===== src/rtl/dcs_pkg.sv =====
package dcs_pkg;

    localparam int SLOTS  = 6;
    localparam int MAG_W  = 7;
    localparam int LIN_W  = 13;
    localparam int SLOT_W = $clog2(SLOTS);
    localparam int CNT_W  = $clog2(SLOTS + 1);

    typedef struct packed {
        logic             positive;
        logic [MAG_W-1:0] mag;
    } pcm_octet_t;

    // mu-law magnitude expansion: ((2q+33) << e) - 33
    function automatic logic [LIN_W-1:0] mu_expand(input logic [MAG_W-1:0] code);
        logic [LIN_W-1:0] base;
        base = LIN_W'({code[3:0], 1'b1}) + LIN_W'(32);
        return (base << code[6:4]) - LIN_W'(33);
    endfunction

endpackage


===== src/rtl/dcs_comp_select.sv =====
module dcs_comp_select
    import dcs_pkg::*;
#(
    parameter int IDX_W = 8
) (
    input  logic [SLOTS*IDX_W-1:0] idx_flat,
    input  logic [CNT_W-1:0]       comp_count,
    output logic [SLOTS-1:0]       comp_mask
);
    logic [IDX_W-1:0] idx [SLOTS];

    for (genvar k = 0; k < SLOTS; k++) begin : g_unpack
        assign idx[k] = idx_flat[k*IDX_W +: IDX_W];
    end

    // A slot's rank counts the slots that win over it: smaller index,
    // or equal index at a later position.
    for (genvar i = 0; i < SLOTS; i++) begin : g_rank
        logic [CNT_W-1:0] rank;
        always_comb begin
            rank = '0;
            for (int j = 0; j < SLOTS; j++) begin
                if (j != i) begin
                    if ((idx[j] < idx[i]) || ((idx[j] == idx[i]) && (j > i)))
                        rank = rank + CNT_W'(1);
                end
            end
        end
        assign comp_mask[i] = (rank < comp_count);
    end

endmodule


===== src/rtl/dcs_sign_steer.sv =====
module dcs_sign_steer
    import dcs_pkg::*;
(
    input  logic [SLOTS-1:0] usr_bits,
    input  logic [CNT_W-1:0] usr_count,
    input  logic             prev_enc,
    input  logic [SLOTS-1:0] comp_mask,
    output logic [SLOTS-1:0] slot_sign,
    output logic             next_enc
);
    logic [SLOTS-1:0] enc;

    always_comb begin
        logic acc;
        acc = prev_enc;
        for (int j = 0; j < SLOTS; j++) begin
            acc    = acc ^ usr_bits[j];
            enc[j] = acc;
        end
    end

    always_comb begin
        next_enc = prev_enc;
        for (int j = 0; j < SLOTS; j++) begin
            if (usr_count == CNT_W'(j + 1))
                next_enc = enc[j];
        end
    end

    // Each free slot takes the encoded sign whose order matches its
    // position among the free slots.
    always_comb begin
        logic [CNT_W-1:0] pos;
        for (int i = 0; i < SLOTS; i++) begin
            pos = '0;
            for (int j = 0; j < i; j++) begin
                if (!comp_mask[j])
                    pos = pos + CNT_W'(1);
            end
            slot_sign[i] = 1'b0;
            for (int k = 0; k < SLOTS; k++) begin
                if (pos == CNT_W'(k))
                    slot_sign[i] = enc[k];
            end
        end
    end

endmodule


===== src/rtl/dcs_run_sum.sv =====
module dcs_run_sum
    import dcs_pkg::*;
#(
    parameter int SUM_W = 24
) (
    input  logic                    clk,
    input  logic                    rst,
    input  logic                    add_en,
    input  logic                    add_neg,
    input  logic [LIN_W-1:0]        lin,
    output logic signed [SUM_W-1:0] sum
);
    localparam logic signed [SUM_W:0] MAX_V = (SUM_W+1)'((1 << (SUM_W-1)) - 1);
    localparam logic signed [SUM_W:0] MIN_V = -(SUM_W+1)'(1 << (SUM_W-1));

    logic signed [SUM_W:0] ext_lin;
    logic signed [SUM_W:0] nxt;

    always_comb begin
        ext_lin = $signed({{(SUM_W+1-LIN_W){1'b0}}, lin});
        nxt     = $signed({sum[SUM_W-1], sum}) + (add_neg ? -ext_lin : ext_lin);
    end

    always_ff @(posedge clk) begin
        if (rst) begin
            sum <= '0;
        end else if (add_en) begin
            if (nxt > MAX_V)
                sum <= MAX_V[SUM_W-1:0];
            else if (nxt < MIN_V)
                sum <= MIN_V[SUM_W-1:0];
            else
                sum <= nxt[SUM_W-1:0];
        end
    end

endmodule


===== src/rtl/dcs_sign_unit.sv =====
module dcs_sign_unit
    import dcs_pkg::*;
#(
    parameter int IDX_W = 8,
    parameter int SUM_W = 24
) (
    input  logic                   clk,
    input  logic                   rst,
    input  logic                   frame_valid,
    input  logic [SLOTS*MAG_W-1:0] frame_mag,
    input  logic [SLOTS*IDX_W-1:0] frame_idx,
    input  logic [SLOTS-1:0]       user_signs,
    input  logic [CNT_W-1:0]       user_count,
    output logic                   pcm_valid,
    output logic [SLOT_W-1:0]      pcm_slot,
    output logic                   pcm_comp,
    output logic [7:0]             pcm_out,
    output logic [SUM_W-1:0]       run_sum
);
    localparam logic [SLOT_W-1:0] LAST_SLOT = SLOT_W'(SLOTS - 1);

    logic             active;
    logic [SLOT_W-1:0] slot_q;
    logic [MAG_W-1:0] mag_q [SLOTS];
    logic [SLOTS-1:0] comp_q;
    logic [SLOTS-1:0] usign_q;
    logic             enc_state;

    logic             accept;
    logic [CNT_W-1:0] usr_cnt;
    logic [CNT_W-1:0] comp_cnt;
    logic [SLOTS-1:0] comp_mask;
    logic [SLOTS-1:0] slot_sign;
    logic             next_enc;

    pcm_octet_t       cur;
    logic             cur_comp;
    logic [LIN_W-1:0] cur_lin;
    logic signed [SUM_W-1:0] sum_s;

    assign accept   = frame_valid && !active;
    assign usr_cnt  = (user_count > CNT_W'(SLOTS)) ? CNT_W'(SLOTS) : user_count;
    assign comp_cnt = CNT_W'(SLOTS) - usr_cnt;

    dcs_comp_select #(.IDX_W(IDX_W)) u_sel (
        .idx_flat   (frame_idx),
        .comp_count (comp_cnt),
        .comp_mask  (comp_mask)
    );

    dcs_sign_steer u_steer (
        .usr_bits  (user_signs),
        .usr_count (usr_cnt),
        .prev_enc  (enc_state),
        .comp_mask (comp_mask),
        .slot_sign (slot_sign),
        .next_enc  (next_enc)
    );

    always_ff @(posedge clk) begin
        if (rst) begin
            active    <= 1'b0;
            slot_q    <= '0;
            comp_q    <= '0;
            usign_q   <= '0;
            enc_state <= 1'b0;
            for (int k = 0; k < SLOTS; k++) mag_q[k] <= '0;
        end else if (accept) begin
            active    <= 1'b1;
            slot_q    <= '0;
            comp_q    <= comp_mask;
            usign_q   <= slot_sign;
            enc_state <= next_enc;
            for (int k = 0; k < SLOTS; k++) mag_q[k] <= frame_mag[k*MAG_W +: MAG_W];
        end else if (active) begin
            if (slot_q == LAST_SLOT) begin
                active <= 1'b0;
                slot_q <= '0;
            end else begin
                slot_q <= slot_q + SLOT_W'(1);
            end
        end
    end

    always_comb begin
        cur_comp = 1'b0;
        cur.mag  = '0;
        cur.positive = 1'b0;
        for (int k = 0; k < SLOTS; k++) begin
            if (slot_q == SLOT_W'(k)) begin
                cur_comp     = comp_q[k];
                cur.mag      = mag_q[k];
                cur.positive = comp_q[k] ? sum_s[SUM_W-1] : usign_q[k];
            end
        end
        cur_lin = mu_expand(cur.mag);
    end

    dcs_run_sum #(.SUM_W(SUM_W)) u_sum (
        .clk     (clk),
        .rst     (rst),
        .add_en  (active),
        .add_neg (!cur.positive),
        .lin     (cur_lin),
        .sum     (sum_s)
    );

    assign pcm_valid = active;
    assign pcm_slot  = slot_q;
    assign pcm_comp  = active && cur_comp;
    assign pcm_out   = cur;
    assign run_sum   = sum_s;

endmodule


===== config.mk =====
export PLATFORM = sky130hd
export DESIGN_NAME = dcs_sign_unit
export DESIGN_NICKNAME = d
export VERILOG_FILES = /design/src/rtl/dcs_pkg.sv /design/src/rtl/dcs_comp_select.sv /design/src/rtl/dcs_sign_steer.sv /design/src/rtl/dcs_run_sum.sv /design/src/rtl/dcs_sign_unit.sv
export SDC_FILE = /design/constraint.sdc
export NUM_CORES = 1
export LEC_CHECK = 0
export ABC_AREA = 0
export BUFFER_PORTS_ARGS = -buffer_cell sky130_fd_sc_hd__buf_2
export CAP_MARGIN = 20
export CORE_MARGIN = 5
export CORE_UTILIZATION = 55
export DETAILED_ROUTE_END_ITERATION = 10
export PLACE_DENSITY = 0.76
export SETUP_SLACK_MARGIN = 0.4
export SLEW_MARGIN = 20
export SYNTH_ARGS = -nofsm -noshare
export SYNTH_HDL_FRONTEND = slang
export SYNTH_HIERARCHICAL = 1
export SYNTH_SLANG_ARGS = --single-unit

===== constraint.sdc =====
create_clock -name clk -period 11.5 [get_ports clk]
set_input_delay 3.45 -clock clk [delete_from_list [all_inputs] [get_ports clk]]
set_output_delay 3.45 -clock clk [all_outputs]
set_load 0.01 [all_outputs]

======== After elaboration in Yosys (flattened, before gate mapping) ========
Memory sizes are Yosys's and may differ from the RTL's.
Index checks and enable logic that the tools add are counted.
W data, S select, Z words.
storage, ports and cells
  register bits after elaboration ......... 41
  memories kept ........................... 1
  RAM bits ................................ 42
operators by class
  shift-type cells ........................ 1
  order comparisons ....................... 39
  bitwise gates (word level) .............. 12
  eq/ne operators ......................... 51
  add/subtract/negate cells ............... 34
  multiplexer cells ....................... 108
  reduce and logical (&&, ||, !) cells .... 27
memory list
  name   depth  width  rd ports  clocked after Yosys merged registers in  write ports  RTL line             text
  mag_q  6      7      6         0                                        6            dcs_sign_unit.sv:24  logic [MAG_W-1:0] mag_q [SLOTS];
operators by type and width
  operator                 number
  $lt A8 B8 Y1             30
  $eq A8 B8 Y1             15
  $mux W3                  30
  $add A3 B1 Y3 const B    28
  $mux W1                  63
  $mux W24                 2
  $mux W8                  6
  $mux W7                  6
  $eq A3 B3 Y1 const B     13
  $eq A3 B2 Y1 const B     12
  $add A24 B25 Y25         1
  $gt A25 B24 Y1 const B   1
  $lt A25 B24 Y1 const B   1
  $mux W25                 1
  $neg A13 Y25             1
  $eq A3 B1 Y1 const B     6
  $logic_not A3 Y1         6
  $lt A3 B3 Y1             6
  $logic_or A1 B1 Y1       15
  $shl A7 B3 Y13           1
  $sub A13 B6 Y13 const B  1
  $add A5 B6 Y7 const B    1
  $eq A1 B3 Y1 const B     2
  $or A1 B1 Y1             6
  11 further kinds         18

======== Depth between registers and ports, before layout ========
Gate-level depths: netlist (run 1).
  depth in word-level cells ............... 28
  depth in mapped cells ................... 38
  mapped depth without buffers ............ 38

======== Cells and area by module ========
The synthesis (run 1) kept the hierarchy.
by module, submodules not included
  module           sequential area each (µm²)  instances  area each (µm²)  cells each
  dcs_comp_select  0.0                         1          4160.2           523
  dcs_sign_unit    1601.5                      1          3340.7           310
  dcs_run_sum      480.5                       1          2919.0           396
  dcs_sign_steer   0.0                         1          979.7            129

======== Least setup slack after synthesis (run 1) ========
Ideal clock, no wire load.
  path kind ............................... input port to flip-flop
  from .................................... input frame_idx[10]
  to ...................................... register usign_q[5]
  arrival time ............................ 9628 ps
  path slack .............................. 1813 ps
  data required time ...................... 11440 ps
  stages on the path ...................... 35
  cells stage by stage .................... inv_1 -> ha_1 -> a21oi_1 -> o22ai_1 -> o21ai_0 -> nand2b_1 -> a21oi_1 -> o21ai_0 -> or2_2 -> ha_1 -> xnor2_1 -> ha_1 -> mux2_2 -> ha_1 -> mux2_2 -> ha_1 -> a21oi_1 -> nand2_1 -> nor4_1 -> a211o_1 -> inv_1 -> ha_1 -> xnor2_2 -> ha_1 -> mux2i_1 -> inv_1 -> ha_1 -> ha_1 -> inv_1 -> o21ai_0 -> o21ai_0 -> a22oi_1 -> a31oi_1 -> a311oi_1 -> a22o_1
on the way
  word-level cells in the longest chain between the ends .. 28
RTL lines
  what                                                 RTL line               text
  start, declared                                      dcs_sign_unit.sv:11    input logic [SLOTS*IDX_W-1:0] frame_idx,
  $lt A8 B8 Y1 / $eq A8 B8 Y1 (equally long branches)  dcs_comp_select.sv:24  if ((idx[j] < idx[i]) || ((idx[j] == idx[i]) && (j > i)))
  $logic_or A1 B1 Y1 (*)                               dcs_comp_select.sv:24
  $mux W1 (*)                                          dcs_comp_select.sv:24
  $add A3 B1 Y3                                        dcs_comp_select.sv:25  rank = rank + CNT_W'(1);
  $mux W3 (*)                                          dcs_comp_select.sv:24
  $add A3 B1 Y3                                        dcs_comp_select.sv:25
  $mux W3 (*)                                          dcs_comp_select.sv:24
  $add A3 B1 Y3                                        dcs_comp_select.sv:25
  (+4 left out)                                        --
  via comp_mask[0]                                     dcs_sign_unit.sv:32    logic [SLOTS-1:0] comp_mask;
  (+5 left out)                                        --
  $add A3 B1 Y3                                        dcs_sign_steer.sv:38   pos = pos + CNT_W'(1);
  $mux W3 (*)                                          dcs_sign_steer.sv:37   if (!comp_mask[j])
  $add A3 B1 Y3                                        dcs_sign_steer.sv:38
  $mux W3 (*)                                          dcs_sign_steer.sv:37
  $logic_not A3 Y1                                     dcs_sign_steer.sv:42   if (pos == CNT_W'(k))
  $mux W1 (5 in series)                                dcs_sign_steer.sv:42
  $mux W1 (*)                                          dcs_sign_steer.sv:42
  via slot_sign[5]                                     dcs_sign_unit.sv:33    logic [SLOTS-1:0] slot_sign;
  end signal, assigned                                 dcs_sign_unit.sv:72    usign_q <= slot_sign;
  end, declared                                        dcs_sign_unit.sv:26    logic [SLOTS-1:0] usign_q;
The timed path passes the listed nets; every way through them passes the cells marked *.
A chain may end at the register's enable or synchronous reset.

======== Worst setup path after layout (run 1) ========
Ends and elaborated chain as after synthesis.

==> run_results.csv, run 1 <==
group,metric,value,unit
setup_path,endpoint,"usign_q[5]$_SDFFE_PP0P_",
cts,htreeDepth,3,
timing,final-hold-violation-count,0,
timing,clock.fmax,97.99,MHz
floorplan,num_rows,52,
synth,synthesis.nets,1656,
grt,grt_overflow,0,
grt,antenna_found_initial,1,
setup_path,arrival,10500,ps
grt,grt_max_degree,49,
setup_path,r2r-start,"pcm_slot[1]$_SDFFE_PP0P_",
timing,period_share,88.74,%
setup_path,cp-end-kind,"flop",
synth,yosysSeqAreaShare,18.26,%
timing,worstMarginPinSlew,941.8,ps
drt,wl_per_cell,18.03,µm
pwr,clock_power_share,10.0,%
floorplan,coreArea,20300,µm²
setup_path,timing.critical_path.mode_cell,"ha_1",
cts,cts_tree,"built",
synth,synth_top_flop_cell,"edfxtp_1",
setup_path,path_buf_inv,5,
timing,maxSlewViolCount,0,
setup_path,startpoint,"frame_idx[10]",
pwr,p_per_area,248.6,nW/µm²
cts,cts.reportedPaths.clkPinSlew,70,ps
pwr,pwr-share-seq,13.1,%
drt,drt-total-wl,31440,µm
synth,ys_warn_count,6,
cts,numCtsBuffers,9,
drt,ant_nets,0,
timing,layout_min_cycle_time,10210,ps
placed_design,gp_congestion,0.9693,
timing,setup_viol_count_final,0,
pwr,pwr-share-comb,76.9,%
timing,rsz0062_at_grt,"no",
cts,cts_buffer_depth,2,
placed_design,placedInstanceArea,12240,µm²
synth,synth_cell_types,99,
timing,holdWs,481.5,ps
cts,clock_sinks,83,
drt,drtPass1Iterations,5,
synth,synthArstFlopShare,0,%
pwr,cell_internal_pwr,1525,µW
finish,nets,1766,
grt,grt_pass1_vias,10110,
setup_path,r2r_end,"u_sum/sum[0]$_SDFFE_PP0P_",
finish,drive_above_1_share,16.09,%
synth,ys_ff_latch,83,
cts,clock_latency,350,ps
setup_path,cp_data_required_time,11790,ps
setup_path,critical-path-max-stage-delay,370,ps
finish,nFillCells,1837,
pwr,power_switching,1597,µW
synth,synth_edf_count,42,
pwr,peakVddDrop,177.8,µV
drt,drc_errors,0,
timing,fin_setup_tns,0,ps
finish,final_util,61.87,%
floorplan,dieArea,23710,µm²
floorplan,die_y,154.0,µm
synth,syn_area_per_cell,8.394,µm²
finish,syn2layout_area_growth,10.16,%
drt,vias_per_cell,6.088,
pwr,swShare,51.14,%
worst_hold_path,hold_path.class,"flop to flop",
worst_hold_path,whs_path_depth,1,
job,max_cap_violations,0,
placed_design,dpl.hpwl,25150,µm
pwr,p_leak,0.005960,µW
placed_design,numPortBuffers,138,
drt,vias,10620,
setup_path,crit_fanout,5,
setup_path,ff2ff_path_depth,27,
setup_path,cpLargestDelayFamily,"adder cells",
grt,grtUsageTotal,25.72,%
setup_path,r2r_setup_slack,3530,ps
floorplan,floorplan.initialDensity,56.16,%
floorplan,io_pins,139,
grt,grt_pass1_wl,50990,µm
setup_path,critPathLaunchType,"primary input",
timing,finalClockSkew,9.464,ps
floorplan,die_x,154.0,µm
synth,syn_area,11400,µm²
drt,drtIter0Drc,673,
cts,cts_hold_buf,0,
finish,finalInstanceArea,12560,µm²
synth,syn_inst,1358,
cts,cts_resized,0,
setup_path,path_class,"primary input to flop",
status,status,"finished, final reports clean",
timing,relSlewSlack,37.04,%
cts,clock-root-buffer,"clkbuf_16",
setup_path,crit_cells,36,
cts,postCtsSetupRepairBufs,0,
setup_path,crit_slowest_cell,"ha_1",
[stage by stage]
stage	setup slack [ps]	power (µW)	cells
after floorplan	1813	2286	1358
after global placement	1179	2684	1726
after detailed placement	976.0	2755	1727
after CTS	1297	3089	1743
after global routing	693.2	3431	1744
final	1294	3122	1744
[per-layer routing]
metal	vias to the layer above	part of all wire [%]	GRT usage [%]
met3	34	4.7	2.895
met5	-	0	0
met4	0	1.3	4.626
met2	268	49	44.07
li1	5263	-	-
met1	5052	45	35.33
[cell type report]
class | count | area (µm²) | share of cell area, %
Timing Repair Buffer | 146 | 758.2 | 6.038
Tap cell | 270 | 337.8 | 2.690
Inverter | 111 | 416.7 | 3.318
Antenna cell | 1 | 2.502 | 0.01993
Sequential cell | 83 | 2082 | 16.58
Clock inverter | 7 | 88.84 | 0.7074
Multi-Input combinational cell | 1117 | 8647 | 68.86
Clock buffer | 9 | 225.2 | 1.793
[sequential cells by signal, indices dropped and copies added, names as in the netlist]
| signal | flops |
|---|---|
| mag_q | 42 |
| pcm_slot | 3 |
| enc_state | 1 |
| u_sum/sum | 24 |
| pcm_valid | 1 |
| comp_q | 6 |
| usign_q | 6 |
[cell usage in the layout, fill, tap and decap left out, types with 12 or more instances in the layout]
| cell | n |
|---|---|
| dfxtp_1 | 41 |
| o31ai_1 | 16 |
| xor2_1 | 14 |
| nand2b_1 | 16 |
| nor2_1 | 70 |
| a311oi_1 | 12 |
| o21ai_0 | 47 |
| o211ai_1 | 19 |
| mux2i_1 | 25 |
| o22ai_1 | 18 |
| edfxtp_1 | 42 |
| nor3_1 | 17 |
| o21bai_1 | 13 |
| nor2b_1 | 20 |
| and2_1 | 49 |
| o21ai_1 | 12 |
| o21a_1 | 12 |
| xnor2_1 | 49 |
| a22o_1 | 13 |
| a21oi_1 | 93 |
| inv_1 | 108 |
| ha_1 | 195 |
| nand4_1 | 24 |
| nand3_1 | 43 |
| nand2_1 | 100 |
| a31oi_1 | 23 |
| mux2_2 | 16 |
| buf_2 | 138 |
| a21o_1 | 33 |
[power groups by stage]
stage / Clock, µW / Combinational [µW] / Sequential [µW]
final: 312 / 2400 / 409
after global routing: 330 / 2690 / 415
after CTS: 316 / 2360 / 409
after detailed placement: 0 / 2340 / 416
after global placement: 0 / 2270 / 412
after floorplan: 0 / 1870 / 413
[cells by family (layout without fill, tap and decap cells)]
group / count (synthesis) / in the layout / share of synthesized area [%]
compound gates: 393 / 393 / 24.08
xor+xnor: 76 / 76 / 7.046
fa+ha+maj: 196 / 196 / 21.58
buf+inv: 158 / 273 / 5.960
flops: 83 / 83 / 18.26
mux: 45 / 45 / 4.270
other cells: 0 / 1 / 0
simple gates: 407 / 407 / 18.80
[worst min path at each step]
| stage | startpoint | endpoint | slack (ps) |
|---|---|---|---|
| after detailed placement | usign_q[1]$_SDFFE_PP0P_ | usign_q[1]$_SDFFE_PP0P_ | 470 |
| after global placement | usign_q[2]$_SDFFE_PP0P_ | usign_q[2]$_SDFFE_PP0P_ | 460 |
| after CTS | usign_q[2]$_SDFFE_PP0P_ | usign_q[2]$_SDFFE_PP0P_ | 490 |
| final | usign_q[2]$_SDFFE_PP0P_ | usign_q[2]$_SDFFE_PP0P_ | 480 |
| after floorplan | usign_q[0]$_SDFFE_PP0P_ | usign_q[0]$_SDFFE_PP0P_ | 440 |
| after global routing | usign_q[1]$_SDFFE_PP0P_ | usign_q[1]$_SDFFE_PP0P_ | 510 |
[synthesized netlist by cell type, types with 10 or more instances]
cell type	number	area, µm²
ha_1	195	2440
o21bai_1	13	97.59
nand4_1	24	150.1
dfxtp_1	41	820.8
o31ai_1	16	120.1
nand2b_1	16	100.1
and3_1	11	68.82
xor2_1	14	122.6
clkbuf_1	26	97.59
nand2_1	100	375.4
nand3_1	43	215.2
o21ai_0	47	235.2
a22o_1	13	113.9
o22ai_1	18	112.6
a21oi_1	93	465.5
mux2_2	16	180.2
a21o_1	33	247.7
and2_1	49	306.5
a211oi_1	10	75.07
a31oi_1	23	143.9
nor3_1	17	85.08
o21ai_1	12	60.06
nor2b_1	20	125.1
or3_1	11	68.82
o21a_1	12	90.09
a311oi_1	12	105.1
nor2_1	71	266.5
inv_1	108	405.4
xnor2_1	49	429.2
mux2i_1	25	250.2
o211ai_1	19	142.6
edfxtp_1	42	1261
Note: power is estimated with default switching activity, not from simulation.
==> run 2: changes to the inputs <==
--- a/config.mk
+++ b/config.mk
@@ -8,7 +8,6 @@
 export ABC_AREA = 0
 export BUFFER_PORTS_ARGS = -buffer_cell sky130_fd_sc_hd__buf_2
 export CAP_MARGIN = 20
-export CORE_MARGIN = 5
 export CORE_UTILIZATION = 55
 export DETAILED_ROUTE_END_ITERATION = 10
 export PLACE_DENSITY = 0.76
==> constraint.sdc (replaced) <==
create_clock -name clk -period 12.75 [get_ports clk]
set_input_delay 3.825 -clock clk [delete_from_list [all_inputs] [get_ports clk]]
set_output_delay 3.825 -clock clk [all_outputs]
set_load 0.01 [all_outputs]
==> run_results.csv, run 2 (synthesis gave the netlist of run 1 again) <==
group,metric,value,unit
timing,finalClockSkew,12.32,ps
floorplan,dieArea,21310,µm²
timing,clock.fmax,94.20,MHz
timing,layout_min_cycle_time,10620,ps
cts,clock_latency,350,ps
timing,worstMarginPinSlew,961.0,ps
timing,period_share,83.26,%
finish,syn2layout_area_growth,9.823,%
floorplan,die_x,146.0,µm
grt,use_met2,47.58,%
grt,grt_pass1_vias,9798,
cts,postCtsSetupRepairBufs,0,
timing,relSlewSlack,35.75,%
grt,busiest_layer,"met2",
floorplan,die_y,146.0,µm
drt,drt-total-wl,30740,µm
cts,cts_tree,"built",
setup_path,arrival,10910,ps
cts,cts_resized,0,
finish,layout_commonest_cell,"ha_1",
drt,drc_errors,0,
floorplan,io_pins,139,
setup_path,r2r_end,"u_sum/sum[17]$_SDFFE_PP0P_",
timing,rsz0062_at_grt,"no",
cts,cts_buffer_depth,2,
finish,diodes,0,
setup_path,r2r-start,"pcm_slot[1]$_SDFFE_PP0P_",
grt,antenna_found_initial,0,
cts,numCtsBuffers,9,
job,max_cap_violations,0,
cts,clock_sinks,83,
setup_path,critical-path-max-stage-delay,370,ps
grt,globalRouteMet1Util,39.25,%
drt,ant_nets,0,
grt,grtUsageTotal,28.53,%
setup_path,timing.critical_path.mode_cell,"ha_1",
floorplan,floorplan.initialDensity,56.16,%
finish,mostFrequentLayoutCells,"195 x ha_1, 138 x buf_2, 108 x inv_1",
grt,grt_max_degree,49,
floorplan,coreArea,20300,µm²
cts,cts.reportedPaths.clkPinSlew,60,ps
cts,clock-root-buffer,"clkbuf_16",
drt,wl_per_cell,17.64,µm
finish,reg_top3,"mag_q (42), u_sum/sum (24)",
pwr,peakVddDrop,221.1,µV
placed_design,numPortBuffers,138,
floorplan,num_rows,52,
placed_design,dpl.hpwl,24200,µm
setup_path,crit_slowest_cell,"ha_1",
drt,drtPass1Iterations,5,
timing,maxSlewViolCount,0,
timing,fin_setup_tns,0,ps
timing,holdWs,484.4,ps
setup_path,endpoint,"usign_q[5]$_SDFFE_PP0P_",
placed_design,preCtsSetupSlack,1839,ps
finish,final_util,61.67,%
grt,grt_overflow,0,
setup_path,startpoint,"frame_idx[10]",
timing,final-hold-violation-count,0,
grt,grt_pass1_wl,49240,µm
setup_path,r2r_setup_slack,4670,ps
timing,setup_ws,2134,ps
grt,use_met3,3.041,%
setup_path,cp_data_required_time,13040,ps
timing,setup_viol_count_final,0,
setup_path,path_class,"primary input to flop",
drt,vias_per_cell,6.099,
finish,nets,1766,
drt,drtIter0Drc,849,
finish,largest_reg_flops,42,
worst_hold_path,hold_path.class,"flop to flop",
setup_path,critPathLaunchType,"primary input",
finish,top_register,"mag_q",
setup_path,ff2ff_path_depth,27,
status,status,"finished, final reports clean",
drt,vias,10630,
cts,htreeDepth,3,
setup_path,cp-end-kind,"flop",
pwr,p_leak,0.005935,µW
placed_design,gp_congestion,0.9313,
pwr,p_per_area,221.4,nW/µm²
finish,drive_above_1_share,16.02,%
setup_path,crit_fanout,5,
cts,cts_hold_buf,0,
-- run 2: cell types whose count changed in the layout (fill, tap and decap cells not counted), sizes merged --
cell,delta
clkbuf,+1
inv,-2
diode,-1
bufinv,-1
clkinvlp,+2
-- run 2: how the worst min path moves through the flow --
stage / startpoint / end / slack (ps) / cells past startpoint
floorplan: usign_q[0]$_SDFFE_PP0P_ / usign_q[0]$_SDFFE_PP0P_ / 440 / 1
global placement: usign_q[0]$_SDFFE_PP0P_ / usign_q[0]$_SDFFE_PP0P_ / 460 / 1
detailed placement: usign_q[0]$_SDFFE_PP0P_ / usign_q[0]$_SDFFE_PP0P_ / 460 / 1
CTS: usign_q[4]$_SDFFE_PP0P_ / usign_q[4]$_SDFFE_PP0P_ / 480 / 1
global route: usign_q[1]$_SDFFE_PP0P_ / usign_q[1]$_SDFFE_PP0P_ / 490 / 1
finish: usign_q[2]$_SDFFE_PP0P_ / usign_q[2]$_SDFFE_PP0P_ / 480 / 1
-- run 2: power by group --
group          switching (µW)  total (µW)  leakage, µW  internal (µW)
clock                     116         251     0.000128            134
sequential               39.5         369     0.000792            329
combinational            1270        2150      0.00502            887
total                    1420        2770      0.00594           1350
-- run 2: layer usage --
layer | vias up | wire length (µm)
met5 | - | 0
met4 | 0 | 457
met3 | 37 | 1556
met2 | 358 | 14330
met1 | 4975 | 14400
li1 | 5261 | -
-- run 2: per-stage QoR --
stage | instance area, µm² | cells | power [µW]
global route | 12520 | 1743 | 3026
detailed placement | 12230 | 1726 | 2469
finish | 12520 | 1743 | 2772
floorplan | 11400 | 1358 | 2062
global placement | 12230 | 1726 | 2420
CTS | 12500 | 1742 | 2733
-- run 2: final cells by class --
cell class | instances | area, µm²
well taps | 270 | 337.8
clock buffers | 10 | 229.0
flip-flops and latches | 83 | 2082
inverters | 111 | 416.7
fillers | 1834 | 7780
repair buffers | 146 | 758.2
multi-input cells | 1117 | 8647
clock inverters | 6 | 48.80
-- run 2: critical path: cells and delay by family --
kind                       cells  cell delay, ps
adders and majority gates      9            2500
AOI/OAI and AO/OA             13            2090
muxes                          3             820
and+or+nand+nor                4             710
xor gates and xnor gates       2             500
buffers and inverters          5             430
